<file path="config.mk">
export PLATFORM = sky130hd
export DESIGN_NAME = clk_sel_ctrl
export DESIGN_NICKNAME = d
export VERILOG_FILES = /design/src/rtl/clk_sel_pkg.sv /design/src/rtl/clk_sel_wr_perm.sv /design/src/rtl/clk_sel_hw_force.sv /design/src/rtl/clk_sel_lock.sv /design/src/rtl/clk_sel_ctrl.sv
export SDC_FILE = /design/constraint.sdc
export NUM_CORES = 1
export LEC_CHECK = 0
export BUFFER_PORTS_ARGS = -buffer_cell sky130_fd_sc_hd__buf_4
export CELL_PAD_IN_SITES_DETAIL_PLACEMENT = 1
export CELL_PAD_IN_SITES_GLOBAL_PLACEMENT = 1
export CORE_MARGIN = 2
export CORE_UTILIZATION = 21
export CTS_CLUSTER_DIAMETER = 150
export DETAILED_ROUTE_END_ITERATION = 10
export GPL_TIMING_DRIVEN = 0
export PLACE_DENSITY = 0.67
export REMOVE_ABC_BUFFERS = 1
export SYNTH_ARGS = -nofsm -noshare
export SYNTH_HDL_FRONTEND = slang
export SYNTH_SLANG_ARGS = --single-unit
</file>
<file path="constraint.sdc">
create_clock -name clk -period 1.05 [get_ports clk]
set_clock_uncertainty 0.2 [all_clocks]
set_input_delay 0.21 -clock clk [delete_from_list [all_inputs] [get_ports clk]]
set_output_delay 0.21 -clock clk [all_outputs]
set_load 0.1 [all_outputs]
</file>
<file path="src/rtl/clk_sel_pkg.sv">
package clk_sel_pkg;
    localparam int REG_W     = 8;
    localparam int B_PLL     = 7;
    localparam int B_STOPOSC = 6;
    localparam int B_TMRA_ST = 3;
    localparam int B_WDOG_ST = 2;
    localparam int B_TMRA_SR = 1;
    localparam int B_WDOG_SR = 0;
    localparam logic [REG_W-1:0] RESET_BYTE = 8'h80;

    typedef struct packed {
        logic sel_pll;
        logic stop_osc_on;
        logic opt_tmra_stop;
        logic opt_wdog_stop;
        logic tmra_src_osc;
        logic wdog_src_osc;
    } ctl_t;

    typedef struct packed {
        logic any_ok;
        logic wdog_src_ok;
    } perm_t;

    typedef struct packed {
        logic force_pll;
        logic clear_wdog_src;
        logic release_lock;
    } hwf_t;

    function automatic logic [REG_W-1:0] ctl_to_byte(input ctl_t c);
        logic [REG_W-1:0] b;
        b = '0;
        b[B_PLL]     = c.sel_pll;
        b[B_STOPOSC] = c.stop_osc_on;
        b[B_TMRA_ST] = c.opt_tmra_stop;
        b[B_WDOG_ST] = c.opt_wdog_stop;
        b[B_TMRA_SR] = c.tmra_src_osc;
        b[B_WDOG_SR] = c.wdog_src_osc;
        return b;
    endfunction

    function automatic ctl_t byte_to_ctl(input logic [REG_W-1:0] b);
        ctl_t c;
        c.sel_pll       = b[B_PLL];
        c.stop_osc_on   = b[B_STOPOSC];
        c.opt_tmra_stop = b[B_TMRA_ST];
        c.opt_wdog_stop = b[B_WDOG_ST];
        c.tmra_src_osc  = b[B_TMRA_SR];
        c.wdog_src_osc  = b[B_WDOG_SR];
        return c;
    endfunction
endpackage

</file>
<file path="src/rtl/clk_sel_wr_perm.sv">
module clk_sel_wr_perm
    import clk_sel_pkg::*;
(
    input  logic  wr_en,
    input  logic  wr_guard,
    input  logic  special_mode,
    input  logic  locked,
    output perm_t perm
);
    always_comb begin
        perm.any_ok      = wr_en & ~wr_guard;
        perm.wdog_src_ok = wr_en & ~wr_guard & (special_mode | ~locked);
    end
endmodule

</file>
<file path="src/rtl/clk_sel_hw_force.sv">
module clk_sel_hw_force
    import clk_sel_pkg::*;
(
    input  logic osc_ready,
    input  logic stop_entry,
    input  logic stop_osc_on,
    input  logic wdog_src_now,
    output hwf_t hwf
);
    logic full_stop;
    logic down;

    always_comb begin
        full_stop          = stop_entry & ~stop_osc_on;
        down               = ~osc_ready | full_stop;
        hwf.force_pll      = down;
        hwf.clear_wdog_src = down;
        hwf.release_lock   = down & wdog_src_now;
    end
endmodule

</file>
<file path="src/rtl/clk_sel_lock.sv">
module clk_sel_lock (
    input  logic clk,
    input  logic rst,
    input  logic wdog_cfg_wr,
    input  logic release_lock,
    output logic locked
);
    always_ff @(posedge clk) begin
        if (rst)               locked <= 1'b0;
        else if (release_lock) locked <= 1'b0;
        else if (wdog_cfg_wr)  locked <= 1'b1;
    end
endmodule

</file>
<file path="src/rtl/clk_sel_ctrl.sv">
module clk_sel_ctrl
    import clk_sel_pkg::*;
#(
    parameter logic [REG_W-1:0] RESET_VAL = RESET_BYTE
) (
    input  logic             clk,
    input  logic             rst,
    input  logic             wr_en,
    input  logic [REG_W-1:0] wr_data,
    input  logic             wr_guard,
    input  logic             special_mode,
    input  logic             stop_entry,
    input  logic             osc_ready,
    input  logic             wdog_cfg_wr,
    output logic [REG_W-1:0] rd_data,
    output logic             sel_pll,
    output logic             stop_osc_on,
    output logic             opt_tmra_stop,
    output logic             opt_wdog_stop,
    output logic             tmra_src_osc,
    output logic             wdog_src_osc
);
    ctl_t  ctl_q;
    ctl_t  ctl_d;
    ctl_t  wr_ctl;
    perm_t perm;
    hwf_t  hwf;
    logic  cop_locked;

    clk_sel_wr_perm perm_i (
        .wr_en        (wr_en),
        .wr_guard     (wr_guard),
        .special_mode (special_mode),
        .locked       (cop_locked),
        .perm         (perm)
    );

    clk_sel_hw_force force_i (
        .osc_ready    (osc_ready),
        .stop_entry   (stop_entry),
        .stop_osc_on  (ctl_q.stop_osc_on),
        .wdog_src_now (ctl_q.wdog_src_osc),
        .hwf          (hwf)
    );

    clk_sel_lock lock_i (
        .clk          (clk),
        .rst          (rst),
        .wdog_cfg_wr  (wdog_cfg_wr),
        .release_lock (hwf.release_lock),
        .locked       (cop_locked)
    );

    always_comb begin
        wr_ctl = byte_to_ctl(wr_data);
        ctl_d  = ctl_q;
        if (perm.any_ok) begin
            ctl_d.sel_pll       = wr_ctl.sel_pll;
            ctl_d.stop_osc_on   = wr_ctl.stop_osc_on;
            ctl_d.opt_tmra_stop = wr_ctl.opt_tmra_stop;
            ctl_d.opt_wdog_stop = wr_ctl.opt_wdog_stop;
            ctl_d.tmra_src_osc  = wr_ctl.tmra_src_osc;
        end
        if (perm.wdog_src_ok) ctl_d.wdog_src_osc = wr_ctl.wdog_src_osc;
        if (hwf.force_pll)      ctl_d.sel_pll      = 1'b1;
        if (hwf.clear_wdog_src) ctl_d.wdog_src_osc = 1'b0;
    end

    always_ff @(posedge clk) begin
        if (rst) ctl_q <= byte_to_ctl(RESET_VAL);
        else     ctl_q <= ctl_d;
    end

    assign rd_data       = ctl_to_byte(ctl_q);
    assign sel_pll       = ctl_q.sel_pll;
    assign stop_osc_on   = ctl_q.stop_osc_on;
    assign opt_tmra_stop = ctl_q.opt_tmra_stop;
    assign opt_wdog_stop = ctl_q.opt_wdog_stop;
    assign tmra_src_osc  = ctl_q.tmra_src_osc;
    assign wdog_src_osc  = ctl_q.wdog_src_osc;
endmodule

</file>
# Yosys cells after proc, flatten, opt, wreduce, memory -nomap -nowiden
# Index checks and enable logic that the tools add are counted.
# Widths: inputs -> output; s select.
[totals]
regBits = 7
elab_cells = 19
out_inout_bits = 14
romBits = 0
ram_bits = 0
in_bits = 16
latchBits = 0
memories = 0
[classes]
mux = 0
add_sub_neg = 0
multipliers = 0
shift = 0
reduce_logical = 2
n_eq_ne = 0
n_lt_le_gt_ge = 0
div_mod_pow = 0
bitwise = 10
[op_table]
columns = ["op", "count"]
rows = [
  ["$and 1x1->1", 4],
  ["$not 1->1", 4],
  ["$reduce_or 2->1", 2],
  ["$or 1x1->1", 2],
]

# Depth between registers and ports, before layout
# Gate-level depths: netlist (run 1).
[depth]
ltp_word = 5
ltp_mapped = 4
ltp_nobuf = 3

# Modules after synthesis
# Synthesis (run 1) repeated with hierarchy kept, for this count alone.
[unflattened]
cells_unflattened = 40
hier_area_um2 = 389.1
[by_module_without_submodules]
columns = ["module", "seq_area_each_um2", "n_inst", "area_per_inst_um2", "cells_per_inst"]
rows = [
  ["clk_sel_ctrl", 120.1, 1, 282.8, 29],
  ["clk_sel_hw_force", 0.0, 1, 43.8, 5],
  ["clk_sel_lock", 20.0, 1, 33.8, 3],
  ["clk_sel_wr_perm", 0.0, 1, 28.8, 3],
]

# Least setup slack after synthesis (run 1)
# Ideal clock, no wire load.
[synth_timing]
path_type = "register -> output"
startpoint = "register ctl_q (netlist bit stop_osc_on)"
endpoint = "output rd_data[6]"
stages_incl_launch_ff = 2
arrival_time_ps = 1383
t_required_ps = 640
path_buffers = 1
path_slack_ps = -743
cell_sequence = "dfxtp_1 buf_4"
[synth_lines]
columns = ["item", "line", "text"]
rows = [
  ["start: declaration", "clk_sel_ctrl.sv:23", "ctl_t ctl_q;"],
  ["start signal: assignment", "clk_sel_ctrl.sv:70", "if (rst) ctl_q <= byte_to_ctl(RESET_VAL);"],
  ["start signal: assignment", "clk_sel_ctrl.sv:71", "else ctl_q <= ctl_d;"],
  ["end: declaration", "clk_sel_ctrl.sv:15", "output logic [REG_W-1:0] rd_data,"],
]
# No word-level cell between the ends.

# Worst setup path in the final report (run 1)
[layout_timing]
startpoint = "register ctl_q (netlist bit wdog_src_osc)"
endpoint = "output wdog_src_osc"
[layout_lines]
columns = ["item", "line", "text"]
rows = [
  ["end: declaration", "clk_sel_ctrl.sv:21", "output logic wdog_src_osc"],
]
# No word-level cell between the ends.

==> reports/results.txt, run 1 <==
Synth cell types - 14
GP Congestion - 0.670
R2R depth - 4
Synth warnings - 0
Crit path depth - 1
Layout area overhead - 105%
Crit Path Class - reg -> out
Leakage - 0.320 nW
#FFs+latches synth - 7
Final net count - 78
Total GRT Usage - 11.4%
Die height - 45.4 um
Pwr dens - 1150 nW/um2
Startpoint class of the critical path - flop
Max incr delay on CP - 0.38 ns
FF-to-FF End - sel_pll$_SDFFE_PP1P_
Avg Cell Area, Syn - 9.74 um2
Worst EP required - 0.64 ns
Final setup violation count - 16
Violations in the final reports - negative hold slack, negative setup slack
# DRC - 0
Pwr Total - 0.846 mW
Routed length per placed instance - 12.0 um
Endpoint, Worst Hold - opt_wdog_stop$_SDFFE_PP0P_
WHS - -0.0461 ns
Vias in the first global route - 370
Min-delay worst type - in -> reg
Vias post-DR - 324
Crit path arrival time - 0.82 ns
DR pass1 iterations - 2
IR drop worst, VDD - 0.567 mV
RSZ-0062 raised after global routing - true
Ports - 30
Routed Antenna Nets - 0
Initial Util - 23.1%
H-tree levels - 1
Critical path endpoint category - primary output
Antenna violations before repair - 0
Die Span X - 45.4 um
R2R Setup Slk - -0.09 ns
Crit path time final - 1.23 ns
Syn Inst Count - 37
Reg2Reg Launch Point - stop_osc_on$_SDFFE_PP0P_
Final Instance Area - 737 um2
Post-synthesis sequential area ratio - 38.9%
Clock latency on the worst-skew pair - 0.25 ns
Worst setup path start - wdog_src_osc$_SDFFE_PP0P_
Family with the most delay on the worst path - flip-flops
Status - complete, but fails checks
Hold depth - 2
Hold Fails Final Rpt - 6
Slowest library cell on the worst path - dfxtp_4
Longest Clk Path Bufs - 2
Largest net degree at the start of global routing - 8
Maximum clock rate - 814 MHz
Vias per Instance - 4.21
Final max-slew violation count - 0
Global-route wire length before repair - 1580 um
MaxCap Viol Count - 0
Hold_sp - rst
Worst Path Buf+Inv - 1
Critical path peak fanout - 3
CTS Sinks - 7
CTS Buf Count - 3
Row cnt - 14
Worst-path cell chain - buf_12
Share of cells above drive strength 1 - 67.2%
Detail Placement HPWL - 636 um
WL final - 927 um
CTS clk-pin slew, worst paths - 0.06 ns
IO Port Bufs - 25
Core Footprint - 1560 um2
Crit share post-route - 117%
Placed Area - 500 um2
DR iter-0 viols - 1
Setup ws final - -0.178 ns
CTS tree - done
Die area - 2060 um2
Clock root cell - clkbuf_4
Post-synthesis instance area - 360 um2
GRT overflow - 0
Antenna diodes - 0
==> metrics by stage <==
stage	setup TNS (ns)	worst slack (ns)	util (%)	cells	hold WS (ns)
2_1_floorplan	-19.35	-1.34	-	29	0.0824
3_3_place_gp	-0.686	-0.132	32.1	70	0.228
3_5_place_dp	-0.793	-0.146	32.1	70	0.230
4_1_cts	-2.31	-0.178	46.5	76	-0.0525
5_1_grt	-2.78	-0.208	47.3	77	-0.0471
6_report	-2.16	-0.178	47.3	77	-0.0461
==> cells by family after synthesis <==
| family | synth area share (%) |
|---|---|
| AOI/OAI and AO/OA | 7.29 |
| buffers and inverters | 19.8 |
| DFF | 38.9 |
| muxes | 13.9 |
| other | 1.04 |
| and+or+nand+nor | 19.1 |
==> metal layers <==
layer / routed length (um) / track usage, % / vias to the layer above
met5: 0 / 0 / -
met4: 0 / 3.53 / 0
met3: 94 / 7.54 / 0
met2: 517 / 20.3 / 20
met1: 315 / 10.4 / 147
li1: - / - / 157
==> Yosys cell counts <==
master / number / share of area (%)
nor3_1: 1 / 1.4
a21bo_1: 1 / 2.8
nand3b_1: 1 / 2.1
buf_6: 1 / 3.1
nand2b_1: 3 / 5.2
nor2b_4: 1 / 3.8
buf_4: 8 / 17
a21oi_2: 1 / 2.4
conb_1: 1 / 1.0
mux2i_1: 5 / 14
nand3_1: 1 / 1.4
nor2_1: 5 / 5.2
a21boi_0: 1 / 2.1
dfxtp_1: 7 / 39
==> worst max-delay path by stage <==
| stage | to | slack, ns |
|---|---|---|
| 2_1_floorplan | sel_pll$_SDFFE_PP1P_ | -1.34 |
| 3_5_place_dp | sel_pll$_SDFFE_PP1P_ | -0.15 |
| 4_1_cts | rd_data[3] | -0.18 |
| 6_report | wdog_src_osc | -0.18 |
| 5_1_grt | wdog_src_osc | -0.21 |
| 3_3_place_gp | sel_pll$_SDFFE_PP1P_ | -0.13 |
==> cells in the final DEF, fill, tap and decap left out, drive strengths merged <==
cell type  synthesis  layout
a21boi             1       1
nor3               1       1
a21oi              1       1
conb               1       2
nand2b             3       3
buf                9      28
dfxtp              7       7
nor2b              1       1
clkbuf             0       4
nand3              1       1
nand3b             1       1
nor2               5       5
a21bo              1       1
mux2i              5       5
==> final cells by class <==
class	instances	area (um2)
tap	16	20.0
fill	166	822
timing repair buffer	28	364
clock buffer	4	26.3
multi-input combinational	22	164
sequential	7	163
==> timing repair <==
action,CTS,global route
setup buffers,2,1
endpoints found under the hold margin,6,6
endpoints found under the setup margin,14,15
pin swaps,3,2
resized for setup,51,1
cloned,0,0
==> where the power goes <==
group          switching (mW)  internal [mW]  total (mW)
combinational           0.191          0.121       0.312
clock                   0.103          0.145       0.249
sequential             0.0171          0.268       0.285
==> state kept, by name, summed over array words and instances, names as in the netlist <==
signal	count
stop_osc_on	1
lock_i.locked	1
opt_tmra_stop	1
wdog_src_osc	1
opt_wdog_stop	1
sel_pll	1
tmra_src_osc	1
(Power assumes the default switching activity.)
==> inputs of run 2 (changes only) <==
CORE_UTILIZATION = 25   (was 21)
GPL_TIMING_DRIVEN = 1   (was 0)
PLACE_DENSITY = 0.75   (was 0.67)
clock period = 1.47 ns   (was 1.05 ns; I/O delays follow)
==> run 2 against run 1 <==
The flow now finishes without violations. Critical path depth unchanged. Sequential share of layout area grew 4.6 points. Critical endpoint unchanged. Non-clock buffer count shrank 3. Highest routed layer unchanged.
==> reports/results.txt, run 2 (synthesized netlist as in run 1, its figures left out) <==
Status - complete, no violations
CTS tree - done
Routed length per placed instance - 10.9 um (-9.4%)
Pwr dens - 1070 nW/um2 (-6.8%)
R2R Setup Slk - 0.41 ns (+0.50 ns)
GRT overflow - 0 (unchanged)
Most common cell after layout, fill and taps aside - buf_4
Longest Clk Path Bufs - 2 (unchanged)
Min-delay worst type - in -> reg
Hold_sp - rst
FF-to-FF End - sel_pll$_SDFFE_PP1P_
Filler Cell Count - 160 (-3.6%)
Critical path peak fanout - 4 (+1)
IO Port Bufs - 25 (unchanged)
Endpoint, Worst Hold - stop_osc_on$_SDFFE_PP0P_
Core Footprint - 1320 um2 (-15%)
RSZ-0062 raised after global routing - true
Clock root cell - clkbuf_4
Final setup violation count - 0 (-16)
Vias post-DR - 313 (-3.4%)
Most frequent cells in the layout - buf_4 (25), dfxtp_1 (7), mux2i_1 (5), nor2_1 (5)
Total GRT Usage - 11.4% (-0.038 points)
Placed Area - 499 um2 (-0.25%)
Global-route wire length before repair - 1470 um (-7.0%)
Worst EP required - 0.98 ns (+0.34 ns)
Pwr Total - 0.562 mW (-34%)
CTS Buf Count - 3 (unchanged)
Crit Path Class - reg -> out
Placement-stage worst setup slack - 0.190 ns (+0.336 ns)
Startpoint class of the critical path - flop
Antenna diodes - 0 (unchanged)
Crit path time final - 1.44 ns
Initial Util - 27.4% (+4.2 points)
Maximum clock rate - 693 MHz
Routed Antenna Nets - 0 (unchanged)
Hold depth - 2 (unchanged)
Final Instance Area - 526 um2 (-29%)
WL final - 796 um (-14%)
Largest net degree at the start of global routing - 8 (unchanged)
Post-cts gate resize count - 0 (-100%)
DR iter-0 viols - 2 (+1)
Layout Cells excl Fill - 73 (-5.2%)
Final max-slew violation count - 0 (unchanged)
Setup ws final - 0.0265 ns (+0.205 ns)
Hold_buf cts - 0
Die height - 42.0 um (-7.6%)
Share of cells above drive strength 1 - 51.7% (-15 points)
Layout area overhead - 45.8%
IR drop worst, VDD - 0.560 mV (-1.2%)
Family with the most delay on the worst path - flip-flops
Crit path arrival time - 0.95 ns (+0.13 ns)
Die Span X - 42.0 um (-7.6%)
Row cnt - 13 (-1)
Hold Fails Final Rpt - 0 (-6)
Vias per Instance - 4.29 (+1.9%)
Max incr delay on CP - 0.38 ns (about the same)
H-tree levels - 1 (unchanged)
Antenna violations before repair - 0 (unchanged)
Ports - 30 (unchanged)
DR pass1 iterations - 2 (unchanged)
Vias in the first global route - 324 (-12%)
Slowest library cell on the worst path - dfxtp_1
Cells after DPL - 69 (-1.4%)
Worst-path cell chain - buf_4
Leakage - 0.254 nW (-21%)
Final net count - 75 (-3.8%)
Crit share post-route - 98.2%
MaxCap Viol Count - 0 (unchanged)
Critical path endpoint category - primary output
GP Congestion - 0.648 (-3.3%)
Clock latency on the worst-skew pair - 0.25 ns (about the same)
Worst Path Buf+Inv - 1 (unchanged)
CTS Sinks - 7 (unchanged)
R2R depth - 3 (-1)
Reg2Reg Launch Point - stop_osc_on$_SDFFE_PP0P_
# DRC - 0 (unchanged)
CTS clk-pin slew, worst paths - 0.05 ns (about the same)
Post-CTS setup buffers - 0 (-2)
Die area - 1760 um2 (-15%)
## run 2: changes by cell type in the layout (fill, tap and decap cells not counted), sizes merged
cell  before  now
buf       28   25
## run 2: layer usage
metal	vias up	part of all wire [%]	global-route usage, %
met1	141	36	12.1
li1	152	-	-
met5	-	0	0
met4	0	0	3.87
met2	20	52	19.4
met3	0	12	5.65
## run 2: worst max path at each step
stage | from | to | slack (ns) | cells after the start
finish | wdog_src_osc$_SDFFE_PP0P_ | wdog_src_osc | 0.03 | 1
global route | wdog_src_osc$_SDFFE_PP0P_ | wdog_src_osc | -0.04 | 1
CTS | wdog_src_osc$_SDFFE_PP0P_ | wdog_src_osc | 0.002 | 1
detailed placement | wr_guard | opt_wdog_stop$_SDFFE_PP0P_ | 0.19 | 4
global placement | wr_guard | sel_pll$_SDFFE_PP1P_ | 0.19 | 4
floorplan | stop_osc_on$_SDFFE_PP0P_ | sel_pll$_SDFFE_PP1P_ | -0.92 | 3
## run 2: area by class of cell
class | count | area [um2] | share of cell area, %
multi-input cells | 22 | 153 | 29.0
clock buffers | 4 | 26.3 | 5.00
repair buffers | 25 | 188 | 35.7
well taps | 15 | 18.8 | 3.57
flip-flops and latches | 7 | 140 | 26.7
## run 2: metrics by stage
stage,setup TNS [ns],hold WS (ns),utilization (%)
3_3_place_gp,0,0.285,37.9
2_1_floorplan,-12.38,0.166,-
6_report,0,0.0523,39.9
4_1_cts,0,0.0492,39.9
5_1_grt,-0.115,0.0325,39.9
3_5_place_dp,0,0.298,37.9
## run 2: power breakdown
part,switching (mW),total [mW],internal [mW]
combinational,0.133,0.183,0.0498
sequential,0.00566,0.204,0.198
clock,0.0724,0.176,0.104
==> inputs of run 3 (changes only) <==
ABC_AREA = 1   (was unset)
CORE_UTILIZATION = 24   (was 25)
PLACE_DENSITY = 0.76   (was 0.75)
==> run 3 against run 2 <==
Worst hold slack improved by 0.011 ns. Combinational power increased by 28%. Global-route usage shrank 0.80 points. First-iteration DRC count is the same.
==> reports/results.txt, run 3 <==
Worst EP required - 0.98 ns (about the same)
Max incr delay on CP - 0.37 ns (about the same)
Detail Placement HPWL - 696 um
Antenna diodes - 0 (unchanged)
Crit path arrival time - 0.93 ns (-0.02 ns)
Total GRT Usage - 10.6% (-0.80 points)
Worst Path Buf+Inv - 1 (unchanged)
Hold Fails Final Rpt - 0 (unchanged)
Post-cts gate resize count - 0 (unchanged)
Maximum clock rate - 705 MHz (+1.7%)
Post-layout util - 37.2% (-2.7 points)
Share of cells above drive strength 1 - 46.6% (-5.1 points)
Family with the most delay on the worst path - flip-flops
Post-synth top area share - 38.8% (-0.13 points)
Post-synth top area cell - dfxtp_1
Routed Antenna Nets - 0 (unchanged)
CTS Sinks - 7 (unchanged)
Filler Cell Count - 195 (+22%)
Row cnt - 14 (+1)
Synth Flop Type - dfxtp_1
Routed length per placed instance - 9.38 um (-14%)
Placed Area - 513 um2 (+2.8%)
Slowest library cell on the worst path - dfxtp_1
Commonest cells in the netlist - buf_4 (8), dfxtp_1 (7), inv_1 (7), nand2_1 (7), nor2_1 (7)
Vias per Instance - 3.98 (-7.2%)
Asr flop ratio synth - 0% (unchanged)
Startpoint class of the critical path - flop
Initial Util - 24.9% (-2.5 points)
Final setup violation count - 0 (unchanged)
Clock root cell - clkbuf_4
Post-CTS setup buffers - 0 (unchanged)
Die area - 1830 um2 (+4.1%)
Layout area overhead - 49.5%
Crit Path Class - reg -> out
Post-synthesis instance area - 362 um2 (+0.35%)
Crit share post-route - 96.5% (-1.7 points)
Top Metal Used - met3
Longest Clk Path Bufs - 2 (unchanged)
IR drop worst, VDD - 0.447 mV (-20%)
Final Instance Area - 541 um2 (+2.9%)
GRT overflow - 0 (unchanged)
Number of flops mapped to enable cells by yosys - 0 (unchanged)
Final max-slew violation count - 0 (unchanged)
Largest net degree at the start of global routing - 7 (-1)
Met3 wire len - 67 um (-29%)
RSZ-0062 raised after global routing - true
Pwr dens - 1130 nW/um2 (+5.6%)
Layout Cells excl Fill - 89 (+22%)
GP Congestion - 0.644 (-0.65%)
Critical path peak fanout - 4 (unchanged)
Met2 WL - 414 um (+0.49%)
Hold_buf cts - 0 (unchanged)
Crit path time final - 1.42 ns (-0.0245 ns)
Count leader, synth - buf_4
Syn Inst Count - 51 (+38%)
IO Port Bufs - 25 (unchanged)
#FFs+latches synth - 7 (unchanged)
Synth warnings - 0 (unchanged)
Final net count - 90 (+20%)
Vias post-DR - 354 (+13%)
Cells after DPL - 85 (+23%)
Die Span X - 42.8 um (+2.0%)
Post-synthesis sequential area ratio - 38.8% (-0.13 points)
CTS tree - done
Synth cell types - 13 (-1)
Die height - 42.8 um (+2.0%)
Clock latency on the worst-skew pair - 0.25 ns (about the same)
DR iter-0 viols - 2 (unchanged)
Most frequent cells in the layout - buf_4 (25), nor2_1 (7), inv_1 (7), nand2_1 (7), dfxtp_1 (7)
Avg Cell Area, Syn - 7.09 um2 (-27%)
CTS Buf Count - 3 (unchanged)
Min-delay worst type - in -> reg
Leakage - 0.288 nW (+14%)
WL final - 835 um (+4.9%)
Global-route wire length before repair - 1390 um (-5.2%)
DR pass1 iterations - 3 (+1)
Core Footprint - 1450 um2 (+10%)
# DRC - 0 (unchanged)
Ports - 30 (unchanged)
Top post-synthesis cells by area - dfxtp_1 (39%), buf_4 (17%), inv_1 (7.3%)
MaxCap Viol Count - 0 (unchanged)
H-tree levels - 1 (unchanged)
Met1 Wirelength - 353 um (+22%)
Most common cell after layout, fill and taps aside - buf_4
Vias in the first global route - 346 (+6.8%)
Antenna violations before repair - 0 (unchanged)
Status - complete, no violations
Worst-path cell chain - buf_4
Critical path endpoint category - primary output
CTS clk-pin slew, worst paths - 0.05 ns (about the same)
[run 3: cell count changes after synthesis, sizes merged, moves of 3 or more]
cell / before / now
nand2: 0 / 9
inv: 0 / 8
mux2i: 5 / 0
o21ai: 0 / 5
nor2: 5 / 9
nand2b: 3 / 0
[run 3: worst paths after layout]
check | startpoint | to | slack [ns] | depth (start not counted)
setup / recovery | wdog_src_osc$_SDFFE_PP0P_ | rd_data[0] | 0.05 | 1
hold / removal | wr_data[7] | sel_pll$_SDFFE_PP1P_ | 0.06 | 3
setup reg to reg | stop_osc_on$_SDFFE_PP0P_ | wdog_src_osc$_SDFFE_PP0P_ | 0.39 | 6
hold reg to reg | wdog_src_osc$_SDFFE_PP0P_ | lock_i.locked$_SDFFE_PP0P_ | 0.29 | 1
[run 3: layout make-up]
class                      count  area, um2  share of cell area (%)
tap                           16       20.0                    3.70
timing repair buffer          25        188                    34.7
inverter                       8       30.0                    5.56
multi-input combinational     29        135                    25.0
clock inverter                 1       5.00                   0.926
clock buffer                   3       22.5                    4.17
sequential                     7        140                    25.9
[run 3: where the power goes]
| part | switching [mW] | internal, mW |
|---|---|---|
| combinational | 0.179 | 0.0547 |
| clock | 0.0697 | 0.0992 |
| sequential | 0.00729 | 0.201 |
[run 3: kinds of logic after synthesis]
family,after synthesis,synth area share (%)
AOI/OAI and AO/OA,7,9.69
buffers and inverters,16,24.9
DFF,7,38.8
other,1,1.04
and+or+nand+nor,20,25.6
[run 3: per-stage QoR]
step / setup slack, ns / hold slack (ns) / total power [mW] / setup TNS [ns]
after global routing: -0.00620 / 0.0487 / 0.652 / -0.0110
after global placement: 0.322 / 0.276 / 0.445 / 0
after detailed placement: 0.310 / 0.289 / 0.448 / 0
after floorplan: -0.927 / 0.207 / 0.386 / -12.32
after CTS: 0.0410 / 0.0587 / 0.622 / 0
final: 0.0510 / 0.0629 / 0.611 / 0
[run 3: worst register-to-register path: stages (launching register included)]
cell and delay [ns]:
dfxtp_1 0.36, inv_1 0.06, nand2_1 0.05, nand2_1 0.07
nor2_1 0.13, inv_1 0.06, nor2_2 0.09
[run 3: metal layers]
metal  up-vias  GRT usage (%)
li1        189              -
met1       150           11.6
met2        15           16.7
met3         0           5.11
met4         0           5.63
met5         -              0
